===== config.mk =====
export PLATFORM = sky130hd
export DESIGN_NAME = poc_sequencer
export DESIGN_NICKNAME = d
export VERILOG_FILES = /design/src/rtl/poc_pkg.sv /design/src/rtl/poc_cmd_decode.sv /design/src/rtl/poc_next_state.sv /design/src/rtl/poc_enable_map.sv /design/src/rtl/poc_sequencer.sv
export SDC_FILE = /design/constraint.sdc
export NUM_CORES = 1
export LEC_CHECK = 0
export BUFFER_PORTS_ARGS = -buffer_cell sky130_fd_sc_hd__buf_4
export CAP_MARGIN = 10
export CORE_MARGIN = 8
export CORE_UTILIZATION = 44
export DETAILED_ROUTE_END_ITERATION = 8
export PLACE_DENSITY = 0.9
export SLEW_MARGIN = 40
export SYNTH_ARGS = -nofsm -noshare
export SYNTH_HDL_FRONTEND = slang
export SYNTH_SLANG_ARGS = --single-unit

===== constraint.sdc =====
create_clock -name clk -period 1.85 [get_ports clk]
set_input_delay 0.2775 -clock clk [delete_from_list [all_inputs] [get_ports clk]]
set_output_delay 0.2775 -clock clk [all_outputs]
set_load 0.1 [all_outputs]

===== src/rtl/poc_pkg.sv =====
package poc_pkg;

    typedef enum logic [2:0] {
        ST_CONFIG  = 3'd0,
        ST_READY   = 3'd1,
        ST_ACTIVE  = 3'd2,
        ST_PASSIVE = 3'd3,
        ST_HALT    = 3'd4
    } poc_state_e;

    typedef enum logic [1:0] {
        ERR_ACTIVE    = 2'b00,
        ERR_PASSIVE   = 2'b01,
        ERR_COMM_HALT = 2'b10,
        ERR_RSVD      = 2'b11
    } err_state_e;

    localparam logic [3:0] CMD_DEFCFG = 4'b0001;
    localparam logic [3:0] CMD_READY  = 4'b0010;
    localparam logic [3:0] CMD_HALT   = 4'b0110;
    localparam logic [3:0] CMD_FREEZE = 4'b0111;

    // decoded, legality-qualified command
    typedef struct packed {
        logic defcfg;
        logic ready;
        logic halt;
        logic freeze;
        logic illegal;
    } cmd_dec_t;

    typedef struct packed {
        logic rx;
        logic tx;
        logic csync;
    } bus_en_t;

    function automatic logic is_normal(poc_state_e s);
        return (s == ST_ACTIVE) || (s == ST_PASSIVE);
    endfunction

endpackage


===== src/rtl/poc_cmd_decode.sv =====
module poc_cmd_decode
    import poc_pkg::*;
(
    input  poc_state_e state,
    input  logic       wr,
    input  logic [3:0] code,
    output cmd_dec_t   dec
);
    always_comb begin
        dec = '0;
        if (wr) begin
            case (code)
                CMD_FREEZE: dec.freeze = 1'b1;
                CMD_READY: begin
                    if (state == ST_CONFIG || state == ST_PASSIVE) dec.ready = 1'b1;
                    else                                           dec.illegal = 1'b1;
                end
                CMD_HALT: begin
                    if (is_normal(state)) dec.halt = 1'b1;
                    else                  dec.illegal = 1'b1;
                end
                CMD_DEFCFG: begin
                    if (state == ST_HALT) dec.defcfg = 1'b1;
                    else                  dec.illegal = 1'b1;
                end
                default: dec.illegal = 1'b1;
            endcase
        end
    end
endmodule


===== src/rtl/poc_next_state.sv =====
module poc_next_state
    import poc_pkg::*;
#(
    parameter int CNT_W = 8
)(
    input  poc_state_e          state,
    input  cmd_dec_t            cmd,
    input  logic                cycle_end,
    input  logic                start_req,
    input  err_state_e          err,
    input  logic                halt_pend,
    input  logic [CNT_W-1:0]    ccfail_cnt,
    input  logic [CNT_W-1:0]    fatal_limit,
    input  logic [CNT_W-1:0]    recover_cnt,
    input  logic [CNT_W-1:0]    recover_limit,
    output poc_state_e          nxt
);
    localparam logic [CNT_W-1:0] ONE = CNT_W'(1);

    logic fatal_hit;
    logic recover_hit;
    logic halt_due;

    assign fatal_hit   = (ccfail_cnt >= fatal_limit);
    assign recover_hit = (recover_cnt == (recover_limit - ONE));
    assign halt_due    = halt_pend && cycle_end;

    always_comb begin
        nxt = state;
        if (cmd.freeze) begin
            nxt = ST_HALT;
        end else begin
            case (state)
                ST_CONFIG:  if (cmd.ready) nxt = ST_READY;
                ST_READY:   if (start_req) nxt = ST_ACTIVE;
                ST_ACTIVE: begin
                    if (fatal_hit)              nxt = ST_HALT;
                    else if (halt_due)          nxt = ST_HALT;
                    else if (err != ERR_ACTIVE) nxt = ST_PASSIVE;
                end
                ST_PASSIVE: begin
                    if (fatal_hit)                           nxt = ST_HALT;
                    else if (err == ERR_COMM_HALT)           nxt = ST_HALT;
                    else if (halt_due)                       nxt = ST_HALT;
                    else if (cmd.ready)                      nxt = ST_READY;
                    else if (err == ERR_ACTIVE && recover_hit) nxt = ST_ACTIVE;
                end
                ST_HALT:    if (cmd.defcfg) nxt = ST_CONFIG;
                default:    nxt = ST_CONFIG;
            endcase
        end
    end
endmodule


===== src/rtl/poc_enable_map.sv =====
module poc_enable_map
    import poc_pkg::*;
(
    input  poc_state_e state,
    output bus_en_t    en
);
    always_comb begin
        en = '0;
        case (state)
            ST_ACTIVE:  en = '{rx: 1'b1, tx: 1'b1, csync: 1'b1};
            ST_PASSIVE: en = '{rx: 1'b1, tx: 1'b0, csync: 1'b1};
            default:    en = '0;
        endcase
    end
endmodule


===== src/rtl/poc_sequencer.sv =====
module poc_sequencer
    import poc_pkg::*;
#(
    parameter int CNT_W = 8
)(
    input  logic              clk,
    input  logic              rst,
    input  logic              cmd_wr,
    input  logic [3:0]        cmd_code,
    input  logic              cycle_end,
    input  logic              start_req,
    input  logic [1:0]        err_state,
    input  logic [CNT_W-1:0]  ccfail_cnt,
    input  logic [CNT_W-1:0]  fatal_limit,
    input  logic [CNT_W-1:0]  recover_cnt,
    input  logic [CNT_W-1:0]  recover_limit,
    output logic [2:0]        mode_o,
    output logic              rx_en,
    output logic              tx_en,
    output logic              csync_en,
    output logic              halt_pend,
    output logic              frozen,
    output logic              cmd_reject
);
    poc_state_e state_q, state_d;
    cmd_dec_t   cmd;
    bus_en_t    en;
    logic       halt_q, frz_q, rej_q;
    logic       clear_flags_to_idle;

    poc_cmd_decode u_dec (
        .state (state_q),
        .wr    (cmd_wr),
        .code  (cmd_code),
        .dec   (cmd)
    );

    poc_next_state #(.CNT_W(CNT_W)) u_nxt (
        .state         (state_q),
        .cmd           (cmd),
        .cycle_end     (cycle_end),
        .start_req     (start_req),
        .err           (err_state_e'(err_state)),
        .halt_pend     (halt_q),
        .ccfail_cnt    (ccfail_cnt),
        .fatal_limit   (fatal_limit),
        .recover_cnt   (recover_cnt),
        .recover_limit (recover_limit),
        .nxt           (state_d)
    );

    poc_enable_map u_map (
        .state (state_q),
        .en    (en)
    );

    // leaving for a non-communicating mode drops the deferred halt
    assign clear_flags_to_idle = (state_d == ST_CONFIG) || (state_d == ST_READY);

    always_ff @(posedge clk) begin
        if (rst) begin
            state_q <= ST_CONFIG;
            halt_q  <= 1'b0;
            frz_q   <= 1'b0;
            rej_q   <= 1'b0;
        end else begin
            state_q <= state_d;
            halt_q  <= clear_flags_to_idle ? 1'b0 : (halt_q | cmd.halt);
            frz_q   <= (state_d == ST_CONFIG) ? 1'b0 : (frz_q | cmd.freeze);
            rej_q   <= cmd.illegal;
        end
    end

    assign mode_o     = state_q;
    assign rx_en      = en.rx;
    assign tx_en      = en.tx;
    assign csync_en   = en.csync;
    assign halt_pend  = halt_q;
    assign frozen     = frz_q;
    assign cmd_reject = rej_q;

endmodule


==> impl_results.md <==
- Final setup vio count: 0
- Status: finished clean
- Via density: 5.51
- H-tree depth: 1
- Port Buffer Count: 51
- Post-synth top flop: dfxtp_1
- Nets: 227
- Post-synth top area cell: dfxtp_1
- DR iter-0 viols: 28
- RSZ-0062 raised after global routing: false
- Slew Viols, Final: 0
- Hpwl dp: 2490 µm
- Worst Tran Pin Value: 0.321 ns
- Placeable Area: 1980 µm²
- Die area: 3870 µm²
- First-pass GRT wire length: 4720 µm
- Worst-skew pair later-pin latency: 0.26 ns
- Layout Skew: 0.00675 ns
- Start point of the critical path: ccfail_cnt[2]
- Syn nets: 174
- Area share of the largest cell type after synthesis: 12.8%
- Hold_sp: rst
- Hold_buf cts: 0
- Asr flop ratio synth: 0%
- Period utilisation layout: 90.0%
- Clk pwr share: 26.6%
- Vias in the first global route: 1114
- Initial antenna violation count: 0
- DR pass1 iterations: 4
- Placed cells: 197
- Max Used Layer: met4
- Hold WS: 0.238 ns
- Area Overhead vs Synth: 44.5%
- Antenna Diode Count: 0
- DR WL/cell: 14.2 µm
- End-of-flow core utilization: 68.6%
- Seq/Total Area, Yosys: 12.8%
- Syn Area/Cell: 7.71 µm²
- Post-Route WL: 2850 µm
- Wire length on met2: 1540 µm
- Most frequent cells in the layout: buf_4 (52), inv_1 (14), nor2_1 (10)
- Placer congestion estimate: 0.857
- Internal power: 0.338 mW
- Worst Hold Class: input port to flop
- Core Rows: 16
- Synth Register Bits: 6
- Worst Setup Start Kind: input port
- Design area: 1360 µm²
- Seq pwr share: 26.5%
- Die height: 62.2 µm
- Root Driver: clkbuf_4
- Most common cell after layout, fill and taps aside: buf_4
- M1 WL: 1050 µm
- Die width: 62.2 µm
- Max cap viols: 0
- Number of fill cells in the layout: 164
- DR DRC count: 0
- Via Count: 1107
- Post-synth cell types: 45
- Worst slew margin: 78.5%
- Sw frac: 34.9%
- Synth area leaders: dfxtp_1 (13%), ha_1 (12%), xnor2_1 (6.5%)
- CTS Buffer Depth: 2
- CP Data Arrival Time: 1.82 ns
- EDFF count, synth: 0
- TritonCTS clock tree: built
- Initial core utilization: 47.5%
- Post-layout minimum cycle time: 1.66 ns
- Largest net degree at the start of global routing: 12
- Worst-path clk slew: 0.05 ns
- Critical Path Fanout Max: 3
- CP Class: input port to flop
- Synth warn: 0
- CTS buffer count: 3
- Total GRT Usage: 14.5%
- Fmax: 601 MHz
- Sinks on the clock net: 6
- Combinational share of power: 46.9%
- Post-cts sizing count: 0
- Final Hold Fails: 0
- Lkg Pwr: 0.651 nW
- Synthesized area: 941 µm²
- Congestion Overflow GR: 0
- Placed instance area: 1330 µm²
- Met3 WL: 171 µm
- Ports: 52
- Switch Pwr: 0.181 mW
- Routed Antenna Nets: 0
- CP Capture Type: flop
- Finished Layout Cells: 201
- Cells after synthesis: 122
- R2R Path Start: mode_o[2]
- Critical path required time: 2.01 ns
- VDD IR max: 0.000222 V
- Postcts setup bufs: 0
- Share of cells above drive strength 1: 39.7%
- Power Density: 381 nW/µm²
[state kept, by name, indices dropped and copies added (netlist names)]
name and flops:
cmd_reject 1, halt_pend 1, mode_o 3, frozen 1
[cell usage after synthesis (all sizes together) (2+ instances only)]
| cell | instances |
|---|---|
| nor4 | 2 |
| a21oi | 9 |
| nor3 | 4 |
| ha | 9 |
| a211o | 3 |
| dfxtp | 6 |
| buf | 4 |
| nand3 | 2 |
| a21boi | 2 |
| and4 | 2 |
| nand2b | 5 |
| inv | 16 |
| o211ai | 2 |
| xnor2 | 7 |
| o21ai | 8 |
| a31oi | 3 |
| nand2 | 5 |
| nor2 | 11 |
| xor2 | 4 |
[critical path: stages]
cell      delay, ns
buf_4          0.11
ha_1           0.30
a211o_1        0.29
a31oi_1        0.14
o211ai_1       0.15
o21ai_1        0.17
nand2_1        0.11
a311oi_1       0.27
[final timing paths]
check / endpoint / slack, ns / cells after the start
max: mode_o[0] / 0.19 / 8
min: frozen / 0.24 / 2
max reg2reg: frozen / 0.21 / 6
min reg2reg: frozen / 0.50 / 2
[routing by layer]
| layer | GRT usage, % | vias up |
|---|---|---|
| li1 | - | 545 |
| met1 | 12.9 | 511 |
| met2 | 27.2 | 43 |
| met3 | 4.30 | 8 |
| met4 | 10.2 | 0 |
| met5 | 0 | - |
[through the flow]
stage | setup slack (ns) | power (mW) | TNS (ns)
3_3_place_gp | -0.00276 | 0.372 | -0.00276
3_5_place_dp | -0.0674 | 0.382 | -0.139
4_1_cts | 0.196 | 0.523 | 0
6_report | 0.186 | 0.519 | 0
2_1_floorplan | 0.0148 | 0.276 | 0
5_1_grt | 0.0394 | 0.558 | 0
[final cells by class]
type | count | area, µm² | area share [%]
clock buffers | 4 | 26.3 | 1.93
inverters | 16 | 67.6 | 4.97
well taps | 27 | 33.8 | 2.48
multi-input cells | 96 | 716 | 52.6
flip-flops and latches | 6 | 126 | 9.29
repair buffers | 52 | 390 | 28.7
[power groups by stage]
stage	combinational (mW)	clock (mW)	sequential, mW
3_3_place_gp	0.232	0	0.139
5_1_grt	0.265	0.156	0.138
2_1_floorplan	0.116	0	0.159
3_5_place_dp	0.243	0	0.140
4_1_cts	0.244	0.142	0.137
6_report	0.243	0.138	0.137
[cell families after synthesis]
| kind of cell | Yosys count | synth area share [%] |
|---|---|---|
| muxes | 1 | 1.06 |
| buffers and inverters | 20 | 12.0 |
| and+or+nand+nor | 40 | 25.8 |
| adders and majority gates | 9 | 12.0 |
| AOI/OAI and AO/OA | 35 | 26.2 |
| xor gates and xnor gates | 11 | 10.2 |
| DFF | 6 | 12.8 |
Power figures use the tool's default switching activity.
